--- config.mk ---
export PLATFORM = sky130hd
export DESIGN_NAME = board_ctl_unit
export DESIGN_NICKNAME = d
export VERILOG_FILES = /design/src/rtl/bdc_pkg.sv /design/src/rtl/bdc_ctl_reg.sv /design/src/rtl/bdc_par_cap.sv /design/src/rtl/bdc_rdmux.sv /design/src/rtl/board_ctl_unit.sv
export SDC_FILE = /design/constraint.sdc
export NUM_CORES = 1
export LEC_CHECK = 0
export BUFFER_PORTS_ARGS = -buffer_cell sky130_fd_sc_hd__clkbuf_2
export CAP_MARGIN = 15
export CORE_MARGIN = 2
export CORE_UTILIZATION = 47
export DETAILED_ROUTE_END_ITERATION = 8
export PLACE_DENSITY = 0.79
export SYNTH_ARGS = -nofsm -noshare
export SYNTH_HDL_FRONTEND = slang
export SYNTH_HIERARCHICAL = 1
export SYNTH_SLANG_ARGS = --single-unit
--- constraint.sdc ---
create_clock -name clk -period 1.3 [get_ports clk]
set_clock_uncertainty 0.05 [all_clocks]
set_input_delay 0.065 -clock clk [delete_from_list [all_inputs] [get_ports clk]]
set_output_delay 0.065 -clock clk [all_outputs]
set_load 0.005 [all_outputs]
--- src/rtl/bdc_pkg.sv ---
package bdc_pkg;
  localparam int DATA_W = 16;

  typedef enum logic [1:0] {
    SEL_CTRL   = 2'd0,
    SEL_PARCTL = 2'd1,
    SEL_PARLO  = 2'd2,
    SEL_NONE   = 2'd3
  } bdc_sel_e;

  // control word bit positions
  localparam int B_RESET = 15;
  localparam int B_ONAIR = 14;
  localparam int B_ATTN  = 13;
  localparam int B_IEN   = 12;
  localparam int B_PIEN  = 11;
  localparam int B_PERR  = 9;
  localparam int B_INTF  = 8;
  localparam int B_P2    = 5;
  localparam int B_BIG   = 4;

  // parity control bit positions
  localparam int P_ACK  = 8;
  localparam int P_SRC  = 7;
  localparam int P_LANE = 6;

  typedef struct packed {
    logic rst;
    logic onair;
    logic attn;
    logic ien;
    logic pien;
    logic p2;
    logic big;
  } bdc_ctl_t;
endpackage

--- src/rtl/bdc_ctl_reg.sv ---
module bdc_ctl_reg
  import bdc_pkg::*;
(
  input  logic     clk,
  input  logic     rst_n,
  input  logic     wr_en,
  input  bdc_ctl_t wr_val,
  input  logic     irq_in,
  output bdc_ctl_t ctl_q,
  output logic     int_q
);
  bdc_ctl_t ctl_d;
  logic     int_d;

  always_comb begin
    ctl_d = ctl_q;
    if (wr_en) ctl_d = wr_val;
    int_d = irq_in;
  end

  always_ff @(posedge clk or negedge rst_n) begin
    if (!rst_n) begin
      ctl_q <= '0;
      int_q <= 1'b0;
    end else begin
      if (wr_en) ctl_q <= ctl_d;
      int_q <= int_d;
    end
  end
endmodule

--- src/rtl/bdc_par_cap.sv ---
module bdc_par_cap #(
  parameter int LO_W = 16,
  parameter int HI_W = 4,
  localparam int AW = LO_W + HI_W
) (
  input  logic            clk,
  input  logic            rst_n,
  input  logic            ack,
  input  logic            err_stb,
  input  logic [AW-1:0]   err_addr,
  input  logic            err_src,
  input  logic            err_lane,
  output logic            flag_q,
  output logic [LO_W-1:0] lo_q,
  output logic [HI_W-1:0] hi_q,
  output logic            src_q,
  output logic            lane_q
);
  logic load;
  logic flag_d;
  logic flag_en;

  always_comb begin
    // a new strobe may land when nothing is pending or when the pending one is acknowledged
    load    = err_stb && (!flag_q || ack);
    flag_en = load || ack;
    flag_d  = load;
  end

  always_ff @(posedge clk or negedge rst_n) begin
    if (!rst_n) begin
      flag_q <= 1'b0;
      lo_q   <= '0;
      hi_q   <= '0;
      src_q  <= 1'b0;
      lane_q <= 1'b0;
    end else begin
      if (flag_en) flag_q <= flag_d;
      if (load) begin
        lo_q   <= err_addr[LO_W-1:0];
        hi_q   <= err_addr[AW-1:LO_W];
        src_q  <= err_src;
        lane_q <= err_lane;
      end
    end
  end
endmodule

--- src/rtl/bdc_rdmux.sv ---
module bdc_rdmux
  import bdc_pkg::*;
#(
  parameter int LO_W = 16,
  parameter int HI_W = 4
) (
  input  logic [1:0]        sel,
  input  bdc_ctl_t          ctl,
  input  logic              int_flag,
  input  logic              perr_flag,
  input  logic [HI_W-1:0]   strap,
  input  logic [LO_W-1:0]   cap_lo,
  input  logic [HI_W-1:0]   cap_hi,
  input  logic              cap_src,
  input  logic              cap_lane,
  output logic [DATA_W-1:0] rdata
);
  always_comb begin
    rdata = '0;
    unique case (bdc_sel_e'(sel))
      SEL_CTRL: begin
        rdata[B_RESET]    = ctl.rst;
        rdata[B_ONAIR]    = ctl.onair;
        rdata[B_ATTN]     = ctl.attn;
        rdata[B_IEN]      = ctl.ien;
        rdata[B_PIEN]     = ctl.pien;
        rdata[B_PERR]     = perr_flag;
        rdata[B_INTF]     = int_flag;
        rdata[B_P2]       = ctl.p2;
        rdata[B_BIG]      = ctl.big;
        rdata[HI_W-1:0]   = strap;
      end
      SEL_PARCTL: begin
        rdata[P_SRC]      = cap_src;
        rdata[P_LANE]     = cap_lane;
        rdata[HI_W-1:0]   = cap_hi;
      end
      SEL_PARLO: rdata[LO_W-1:0] = cap_lo;
      default:   rdata = '0;
    endcase
  end
endmodule

--- src/rtl/board_ctl_unit.sv ---
module board_ctl_unit
  import bdc_pkg::*;
#(
  parameter int LO_W = 16,
  parameter int HI_W = 4,
  localparam int AW = LO_W + HI_W
) (
  input  logic              clk,
  input  logic              rst_n,
  input  logic              reg_we,
  input  logic [1:0]        reg_sel,
  input  logic [DATA_W-1:0] reg_wdata,
  output logic [DATA_W-1:0] reg_rdata,
  input  logic [HI_W-1:0]   base_strap,
  input  logic              ctl_irq,
  input  logic              par_err,
  input  logic [AW-1:0]     par_addr,
  input  logic              par_src,
  input  logic              par_lane,
  output logic              ctl_reset,
  output logic              ctl_attn,
  output logic              on_air,
  output logic              p2_en,
  output logic              ram_256k,
  output logic              host_irq
);
  bdc_ctl_t        wr_val;
  bdc_ctl_t        ctl_q;
  logic            ctl_we;
  logic            ack;
  logic            int_q;
  logic            perr_q;
  logic [LO_W-1:0] cap_lo;
  logic [HI_W-1:0] cap_hi;
  logic            cap_src;
  logic            cap_lane;
  logic            ien_w;
  logic            pien_w;
  logic            unused_wbits;

  always_comb begin
    ctl_we       = reg_we && (bdc_sel_e'(reg_sel) == SEL_CTRL);
    ack          = reg_we && (bdc_sel_e'(reg_sel) == SEL_PARCTL) && reg_wdata[P_ACK];
    wr_val.rst   = reg_wdata[B_RESET];
    wr_val.onair = reg_wdata[B_ONAIR];
    wr_val.attn  = reg_wdata[B_ATTN];
    wr_val.ien   = reg_wdata[B_IEN];
    wr_val.pien  = reg_wdata[B_PIEN];
    wr_val.p2    = reg_wdata[B_P2];
    wr_val.big   = reg_wdata[B_BIG];
    unused_wbits = ^{reg_wdata[10:9], reg_wdata[7:6], reg_wdata[3:0]};
  end

  bdc_ctl_reg u_ctl (
    .clk    (clk),
    .rst_n  (rst_n),
    .wr_en  (ctl_we),
    .wr_val (wr_val),
    .irq_in (ctl_irq),
    .ctl_q  (ctl_q),
    .int_q  (int_q)
  );

  bdc_par_cap #(.LO_W(LO_W), .HI_W(HI_W)) u_cap (
    .clk      (clk),
    .rst_n    (rst_n),
    .ack      (ack),
    .err_stb  (par_err),
    .err_addr (par_addr),
    .err_src  (par_src),
    .err_lane (par_lane),
    .flag_q   (perr_q),
    .lo_q     (cap_lo),
    .hi_q     (cap_hi),
    .src_q    (cap_src),
    .lane_q   (cap_lane)
  );

  bdc_rdmux #(.LO_W(LO_W), .HI_W(HI_W)) u_rd (
    .sel       (reg_sel),
    .ctl       (ctl_q),
    .int_flag  (int_q),
    .perr_flag (perr_q),
    .strap     (base_strap),
    .cap_lo    (cap_lo),
    .cap_hi    (cap_hi),
    .cap_src   (cap_src),
    .cap_lane  (cap_lane),
    .rdata     (reg_rdata)
  );

  always_comb begin
    ien_w     = ctl_q.ien;
    pien_w    = ctl_q.pien;
    ctl_reset = ctl_q.rst;
    ctl_attn  = ctl_q.attn;
    on_air    = ctl_q.onair;
    p2_en     = ctl_q.p2;
    ram_256k  = ctl_q.big;
    host_irq  = (int_q && ien_w) || (perr_q && pien_w);
  end
endmodule

==> flow_metrics.tcl, run 1 <==
set metrics [dict create \
    outcome "complete, but fails checks" \
    violations "setup timing" \
    antenna_left 0 \
    power.switching_mw 0.7708 \
    final-setup-viol-count 4 \
    crit_family "flip-flops" \
    seq_power_share_pct 49.4 \
    fin_ws_ns -0.09252 \
    cts_made_buffers 5 \
    switching_share_pct 27.43 \
    post_dp_cell_area_mm2 0.002043 \
    vdd_drop_max_mv 0.6957 \
    critPathBufInv 1 \
    hold_viol 0 \
    layout.nets 277 \
    wl_per_cell_um 15.06 \
    route.detailed.drc 0 \
    gp_congestion 0.7891 \
    pwr-share-comb_pct 30.4 \
    fin_cells 269 \
    io_pins 71 \
    syn_avg_cell_area_um2 13.80 \
    period_share_pct 107.1 \
    post-place-ws_ns -0.03154 \
    cpMaxStageDelayCell "dfrtp_1" \
    die_w_um 62.85 \
    grt-ovfl-total 0 \
    final_area_mm2 0.002439 \
    antenna_found_initial 0 \
    wl_met2_mm 1.977 \
    ys_ff_latch 31 \
    max_stage_delay_ns 0.39 \
    drt-vias-per-instance 5.000 \
    yosys_warnings 6 \
    firstDrtPassIters 4 \
    p_int_mw 2.039 \
    slew_headroom_pct 62.98 \
    initial_core_util_pct 48.78 \
    end_kind "output port" \
    final_core_util_pct 73.08 \
    clock-root-buffer "clkbuf_4" \
    dp.cells 229 \
    crit_arrival_ns 1.28 \
    crit_chain "a222oi_1, nor2_1, clkbuf_2" \
    power.total_mw 2.810 \
    via_count 1345 \
    cts_sinks 31 \
    powerDensity_mw_per_mm2 1152 \
    grt_pass1_vias 1501 \
    die_h_um 62.85 \
    rsz0062_at_grt "yes" \
    track_usage_pct 23.05 \
    grt_pass1_wl_mm 7.065 \
    clockBufferDepth 2 \
    power_frac_clock_pct 20.2 \
    hold_class "input port to async pin" \
    die_area_mm2 0.003950 \
    routed.top_layer "met4" \
    grt_max_degree 23 \
    ys_seq_area_share_pct 47.66 \
    fin_hold_ws_ns 0.1932 \
    crit_fanout 2 \
    fmax_mhz 718.1 \
    path_class "flip-flop to output port" \
    numPortBuffers 62 \
    layout-area-overhead-vs-synth_pct 49.81 \
    wl_met1_mm 1.798 \
    start_kind "flip-flop" \
    synthesis.nets 172 \
    cap_viol_max_count 0 \
    synthCells 118 \
    rows 21 \
    h-tree-depth 2 \
    maxSlewViolCount 0 \
    cts_tree "done" \
    tns_ns -0.1887 \
    dr_wl_met3_um 239 \
    synth_area_mm2 0.001628 \
    clkTransAtPathRegs_ns 0.10 \
    hpwl_mm 2.757 \
    drt-total-wl_mm 4.051 \
    worst_pin_slew_ns 0.5552 \
    insertion_delay_ns 0.33 \
    period_minus_slack_ns 1.393 \
    drt_iter0_drc 57 \
    core-area_mm2 0.003337 \
    diodes 0 \
    drive_above_1_share_pct 50.22 \
    p_leak_nw 1.257 \
    synth.distinct_cells 21 \
    cp.required_ns 1.19 \
]
timing repair:
action | 4_1_cts | 5_1_grt
setup buffers | 1 | 0
pin swaps | 4 | 0
gates resized for setup | 0 | 2
endpoints found under the hold margin | 52 | 0
hold buffers | 32 | 0
setup endpoints to repair | 4 | 33
synthesized netlist by cell type (all sizes together):
| cell | n | area (um2) |
|---|---|---|
| a22oi | 2 | 15.01 |
| or2b | 1 | 7.510 |
| buf | 7 | 77.57 |
| and4b | 1 | 10.01 |
| a31oi | 8 | 50.05 |
| nor2b | 2 | 12.51 |
| a222oi | 4 | 40.04 |
| inv | 2 | 7.510 |
| nor3b | 1 | 7.510 |
| nand2 | 1 | 11.26 |
| nand2b | 1 | 13.76 |
| and2 | 1 | 6.260 |
| a22o | 2 | 17.52 |
| nor2 | 12 | 45.04 |
| ha | 5 | 62.56 |
| a21oi | 8 | 40.04 |
| mux2 | 29 | 427.9 |
| dfrtp | 31 | 775.7 |
routing by layer:
metal | vias up | global-route usage (%)
li1 | 641 | -
met1 | 640 | 27.47
met2 | 60 | 40.19
met3 | 4 | 7.387
met4 | 0 | 5.833
met5 | - | 0
flip-flops by register name, summed over array words and instances (netlist names):
name	cells
u_cap/lane_q	1
u_cap/hi_q	4
u_cap/lo_q	16
u_cap/src_q	1
u_ctl/int_q	1
u_ctl/ctl_q	7
u_cap/flag_q	1
layout by cell type (no fill, tap or decap), types with 2 or more instances in the layout:
| cell | netlist | layout |
|---|---|---|
| clkbuf_2 | 0 | 62 |
| dlygate4sd3_1 | 0 | 32 |
| dfrtp_1 | 31 | 31 |
| mux2_4 | 27 | 27 |
| nor2_1 | 12 | 12 |
| a21oi_1 | 8 | 8 |
| a31oi_1 | 8 | 8 |
| buf_4 | 0 | 7 |
| clkbuf_4 | 0 | 5 |
| buf_12 | 2 | 4 |
| a222oi_1 | 4 | 4 |
| ha_1 | 5 | 4 |
| a22o_1 | 2 | 2 |
| mux2_2 | 2 | 2 |
| inv_1 | 2 | 2 |
| a22oi_1 | 2 | 2 |
| nor2b_1 | 2 | 2 |
cell families (layout without fill, tap and decap cells):
family / Yosys count / in the layout / share of synthesized area (%)
flops: 31 / 31 / 47.66
mux: 29 / 29 / 26.29
compound gates: 24 / 24 / 9.993
simple gates: 20 / 20 / 6.995
buf+inv: 9 / 114 / 5.227
fa+ha+maj: 5 / 5 / 3.843
path summary, 6_finish.rpt:
check,start,end,slack [ns],cells after the start
max in group asynchronous,rst_n,u_cap/lo_q[4],0.46,3
worst min-delay path,rst_n,u_ctl/ctl_q[3],0.19,2
min in group clk,reg_wdata[8],u_cap/flag_q,0.28,4
worst min register to register,u_cap/src_q,u_cap/src_q,0.47,1
worst max-delay path,u_cap/lo_q[0],reg_rdata[0],-0.09,3
worst max register to register,u_cap/flag_q,u_cap/lo_q[10],0.05,4
worst reg2reg max path, delay by kind of cell, from the launching register on:
kind	cells	cell delay [ns]
buffers and inverters	1	0.16
flip-flops	1	0.43
multiplexers	1	0.30
AND/OR/NAND/NOR	2	0.21
cell type report:
| class | count | area [um2] |
|---|---|---|
| clock buffers | 6 | 51.30 |
| clock inverters | 1 | 5.005 |
| fillers | 247 | 898.4 |
| inverters | 2 | 7.507 |
| multi-input cells | 78 | 778.2 |
| flip-flops and latches | 31 | 775.7 |
| well taps | 46 | 57.56 |
| repair buffers | 105 | 763.2 |
power by group through the flow:
stage	Sequential [mW]	Clock (mW)	Combinational (mW)
2_1_floorplan	1.35	0	0.511
3_3_place_gp	1.38	0	0.734
3_5_place_dp	1.40	0	0.758
4_1_cts	1.38	0.595	0.849
5_1_grt	1.42	0.640	0.925
6_report	1.39	0.569	0.854
(Power assumes the default switching activity.)
==> run 2: changes to the inputs <==
CORE_UTILIZATION = 45   (was 47)
PLACE_DENSITY = 0.78   (was 0.79)
SYNTH_HIERARCHICAL = default   (was 1)
==> flow_metrics.tcl, run 2 <==
set metrics [dict create \
    multi_input_area_um2 684.4 \
    cts_sinks 31 \
    worstRegToRegCells 3 \
    p_int_mw 2.003 \
    io_pins 71 \
    fmax_mhz 718.6 \
    start_kind "flip-flop" \
    synth_area_mm2 0.001483 \
    fin_ws_ns -0.09169 \
    register_area_um2 775.7 \
    synth.distinct_cells 17 \
    rrSetupSlack_ns -0.04 \
    power.total_mw 2.769 \
    clkTransAtPathRegs_ns 0.10 \
    fin_cells 255 \
    hold_viol 0 \
    insertion_delay_ns 0.35 \
    final-setup-viol-count 28 \
    violations "setup timing" \
    p_leak_nw 1.173 \
    seq_power_share_pct 50.3 \
    switching_share_pct 27.64 \
    diodes 0 \
    crit_fanout 2 \
    cp-endpoint "reg_rdata[1]" \
    drt-vias-per-instance 4.973 \
    grt_max_degree 32 \
    pwr-share-comb_pct 30.4 \
    crit_path_start "u_cap.lo_q[1]" \
    die_h_um 61.40 \
    cts_made_buffers 5 \
    die_area_mm2 0.003770 \
    synthMostInstantiatedCell "dfrtp_1" \
    drive_above_1_share_pct 55.45 \
    h-tree-depth 2 \
    largest_reg_flops 16 \
    final_core_util_pct 75.73 \
    slew_headroom_pct 74.07 \
    end_kind "output port" \
    core-area_mm2 0.003103 \
    wl_per_cell_um 15.80 \
    power_frac_clock_pct 19.3 \
    numPortBuffers 62 \
    maxSlewViolCount 0 \
    hpwl_mm 2.676 \
    vdd_drop_max_mv 0.7249 \
    worstReg2RegStart "u_cap.flag_q" \
    top_register "u_cap.lo_q" \
    ys_ff_latch 31 \
    grt-ovfl-total 0 \
    period_share_pct 107.1 \
    hold_class "input port to async pin" \
    clockBufferDepth 2 \
    synth_commonest_cells "dfrtp_1, mux2_4, a22o_1, mux2_2" \
    synth_ff_type "dfrtp_1" \
    period_minus_slack_ns 1.392 \
    synth-edff-count 0 \
    syn_avg_cell_area_um2 15.29 \
    die_w_um 61.40 \
    yosysTopAreaCell "dfrtp_1" \
    grt_pass1_vias 1313 \
    layout.nets 263 \
    rows 20 \
    post_dp_cell_area_mm2 0.001923 \
    grt_pass1_wl_mm 6.085 \
    synthCells 97 \
    cts_tree "done" \
    antenna_left 0 \
    firstDrtPassIters 4 \
    drt_iter0_drc 64 \
    num-fill-cells 215 \
    rsz0062_at_grt "yes" \
    layout-area-overhead-vs-synth_pct 58.48 \
    dp.cells 211 \
    gp_congestion 0.9427 \
    final_area_mm2 0.002350 \
    worstReg2RegEnd "u_cap.hi_q[2]" \
    outcome "complete, but fails checks" \
    cp.required_ns 1.19 \
    antenna_found_initial 0 \
    power.switching_mw 0.7653 \
    synth_top_area_share_pct 52.32 \
    powerDensity_mw_per_mm2 1178 \
    crit_arrival_ns 1.28 \
    yosys_warnings 0 \
    route.detailed.drc 0 \
    layout_common_cells "clkbuf_2, dlygate4sd3_1, dfrtp_1" \
    cap_viol_max_count 0 \
    track_usage_pct 23.15 \
    ys_seq_area_share_pct 52.32 \
    drt-total-wl_mm 4.028 \
    worst_pin_slew_ns 0.3890 \
    clock-root-buffer "clkbuf_4" \
    reg_top3 "u_cap.lo_q: 16 flops, u_ctl.ctl_q: 7 flops, u_cap.hi_q: 4 flops" \
    path_class "flip-flop to output port" \
    initial_core_util_pct 47.78 \
    layout.cells.most_common "clkbuf_2" \
    via_count 1268 \
    yosys-top-cells-area "dfrtp_1, mux2_4, mux2_2, a22o_1, ha_1" \
    synthesis.nets 150 \
    ys_async_sr_fraction_pct 100.0 \
]
run 2: cell types whose count changed in the layout (fill, tap and decap cells not counted), sizes merged, moves of 5 or more:
cell and delta:
a22o +8, a31oi -8, a21oi -8, buf +5, nor2 -8
run 2: cell type report:
cell class	instances	share of cell area [%]
clock buffer	7	1.917
clock inverter	1	0.2130
inverter	2	0.3195
multi-input combinational	60	29.13
sequential	31	33.01
tap	44	2.343
timing repair buffer	110	33.07
run 2: power groups by stage:
stage | combinational (mW) | sequential, mW | clock, mW
3_5_place_dp | 0.719 | 1.39 | 0
5_1_grt | 0.913 | 1.41 | 0.587
6_report | 0.842 | 1.39 | 0.535
3_3_place_gp | 0.690 | 1.38 | 0
4_1_cts | 0.837 | 1.38 | 0.545
2_1_floorplan | 0.462 | 1.33 | 0
run 2: worst min path at each step:
stage / endpoint / slack (ns) / cells after the start
2_1_floorplan: u_cap.flag_q / -0.28 / 0
3_3_place_gp: u_cap.hi_q[1] / 0.04 / 2
3_5_place_dp: u_cap.hi_q[3] / 0.05 / 2
4_1_cts: u_cap.lo_q[14] / 0.23 / 3
5_1_grt: u_cap.flag_q / 0.27 / 3
6_report: u_cap.lo_q[11] / 0.22 / 3
run 2: cell families after synthesis:
| logic type | share of synthesized area [%] |
|---|---|
| AO/OA/AOI/OAI | 11.48 |
| adder cells (fa/ha/maj) | 3.376 |
| buffers and inverters | 2.532 |
| flip-flops | 52.32 |
| multiplexers | 27.09 |
| AND/OR/NAND/NOR | 3.206 |
run 2: timing repair:
item                                    in CTS  in global routing
endpoints found under the setup margin      10                 30
hold buffers                                33                  0
resized for setup                            3                  4
buffers inserted                             3                  0
cloned                                       0                  0
pin swaps                                    6                  1
hold endpoints to repair                    62                  0
run 2: stage by stage:
step                      setup TNS, ns  worst slack (ns)  hold WS (ns)
after floorplan                       0          0.003880       -0.2806
after global placement          -0.9224          -0.05822       0.04084
after detailed placement         -2.289           -0.1215       0.05472
after CTS                       -0.2790          -0.07391        0.2259
after global routing             -2.003           -0.1832        0.2703
final                           -0.9051          -0.09169        0.2212
run 2: worst max-delay path, cell delays in order (launching register included):
cell	delay (ns)
dfrtp_1	0.42
a222oi_1	0.33
nor2_1	0.08
clkbuf_2	0.12
run 2: metal layers:
metal | global-route usage [%] | vias up | wire (um)
met2 | 38.60 | 35 | 2177
li1 | - | 589 | -
met1 | 28.28 | 636 | 1624
met4 | 11.25 | 0 | 74
met5 | 0 | - | 0
met3 | 5.462 | 8 | 152
==> run 3: changes to the inputs <==
BUFFER_PORTS_ARGS = default   (was -buffer_cell sky130_fd_sc_hd__clkbuf_2)
CORE_UTILIZATION = 53   (was 45)
DONT_BUFFER_PORTS = 1   (was default)
PLACE_DENSITY = 0.68   (was 0.78)
RECOVER_POWER = 50   (was default)
==> flow_metrics.tcl, run 3 (synthesis gave the netlist of run 2 again) <==
set metrics [dict create \
    reg_top3 "u_cap.lo_q: 16 flops, u_ctl.ctl_q: 7 flops, u_cap.hi_q: 4 flops" \
    insertion_delay_ns 0.32 \
    wl_per_cell_um 19.78 \
    violations "setup timing" \
    layout.nets 196 \
    core-area_mm2 0.002710 \
    cap_viol_max_count 0 \
    die_h_um 56.89 \
    drt_iter0_drc 43 \
    initial_core_util_pct 54.71 \
    layout_common_cells "dlygate4sd3_1, dfrtp_1, mux2_4" \
    crit_arrival_ns 1.51 \
    grt_pass1_vias 1102 \
    firstDrtPassIters 5 \
    clockBufferDepth 2 \
    track_usage_pct 23.66 \
    end_kind "flip-flop" \
    rows 19 \
    power.total_mw 2.551 \
    worst_pin_slew_ns 0.7459 \
    fin_ws_ns -0.04279 \
    maxSlewViolCount 0 \
    min_path_cells 3 \
    die_w_um 56.89 \
    period_minus_slack_ns 1.343 \
    hold_viol 0 \
    crit_fanout 11 \
    cp.required_ns 1.47 \
    drive_above_1_share_pct 34.72 \
    post-place-ws_ns 0.004304 \
    gp_congestion 0.9294 \
    top_register "u_cap.lo_q" \
    rsz0062_at_grt "yes" \
    diodes 0 \
    path_class "input port to flip-flop" \
    layout-area-overhead-vs-synth_pct 33.25 \
    grt_max_degree 32 \
    grt_pass1_wl_mm 5.582 \
    largest_reg_flops 16 \
    layout.cells.most_common "dlygate4sd3_1" \
    hpwl_mm 2.186 \
    die_area_mm2 0.003236 \
    via_count 999 \
    vdd_drop_max_mv 1.063 \
    drt-total-wl_mm 3.462 \
    grt-ovfl-total 0 \
    cts_made_buffers 5 \
    clkTransAtPathRegs_ns 0.10 \
    hold_class "input port to flip-flop" \
    outcome "complete, but fails checks" \
    antenna_left 0 \
    final-setup-viol-count 21 \
    powerDensity_mw_per_mm2 1291 \
    clock-root-buffer "clkbuf_4" \
    antenna_found_initial 0 \
    slew_headroom_pct 50.27 \
    fmax_mhz 744.7 \
    numPortBuffers 0 \
    drt-vias-per-instance 5.709 \
    h-tree-depth 2 \
    worstRegToRegCells 3 \
    cts_sinks 31 \
    route.detailed.drc 0 \
    io_pins 71 \
    period_share_pct 103.3 \
    tns_ns -0.2547 \
    p_leak_nw 0.8871 \
    start_kind "input port" \
    cts_tree "done" \
]
-- run 3: changes by cell type in the layout (fill, tap and decap cells not counted), moves of 2 or more --
cell,before,now
buf_4,11,5
clkbuf_1,2,0
clkbuf_2,61,1
clkinv_2,1,3
-- run 3: critical path, stage by stage --
cell,delay (ns)
dlygate4sd3_1,0.57
nand3_2,0.11
a21boi_4,0.24
buf_12,0.18
mux2_2,0.33
-- run 3: metal layers --
layer	track usage [%]	part of all wire, %
met3	9.908	6.0
met1	30.55	43
met2	36.95	51
met4	5.980	0.35
met5	0	0
-- run 3: where the power goes --
part | switching (mW) | internal [mW] | leakage [nW]
sequential | 0.169 | 1.21 | 0.363
combinational | 0.197 | 0.455 | 0.489
clock | 0.321 | 0.201 | 0.0347
-- run 3: final timing paths --
kind	end	slack (ns)	startpoint
setup / recovery	u_cap.lo_q[0]	-0.04	reg_we
hold / removal	u_cap.flag_q	0.11	reg_sel[0]
setup reg to reg	u_cap.lo_q[0]	0	u_cap.flag_q
hold reg to reg	u_cap.lo_q[10]	0.46	u_cap.lo_q[10]
max in group asynchronous	u_cap.lo_q[13]	0.43	rst_n
min in group asynchronous	u_cap.flag_q	0.29	rst_n
-- run 3: cell type report --
class	count	area [um2]
multi-input cells	60	675.6
fillers	207	734.5
well taps	31	38.79
inverters	2	7.507
flip-flops and latches	31	775.7
clock buffers	5	37.54
repair buffers	43	425.4
clock inverters	3	15.01
-- run 3: timing repair --
| action | 4_1_cts | 5_1_grt |
|---|---|---|
| pin swaps | 2 | 5 |
| hold endpoints to repair | 62 | 0 |
| resized for setup | 0 | 3 |
| setup endpoints to repair | 9 | 19 |
| hold buffers | 35 | 0 |
| setup buffers | 0 | 1 |
-- run 3: through the flow --
step / cell area [um2] / utilization (%) / instances / hold slack (ns)
3_5_place_dp: 1559 / 57.53 / 131 / -0.2797
4_1_cts: 1972 / 72.76 / 174 / 0.08213
2_1_floorplan: 1485 / - / 97 / -0.2806
3_3_place_gp: 1559 / 57.53 / 131 / -0.2798
5_1_grt: 1976 / 72.90 / 175 / 0.1015
6_report: 1976 / 72.90 / 175 / 0.1105
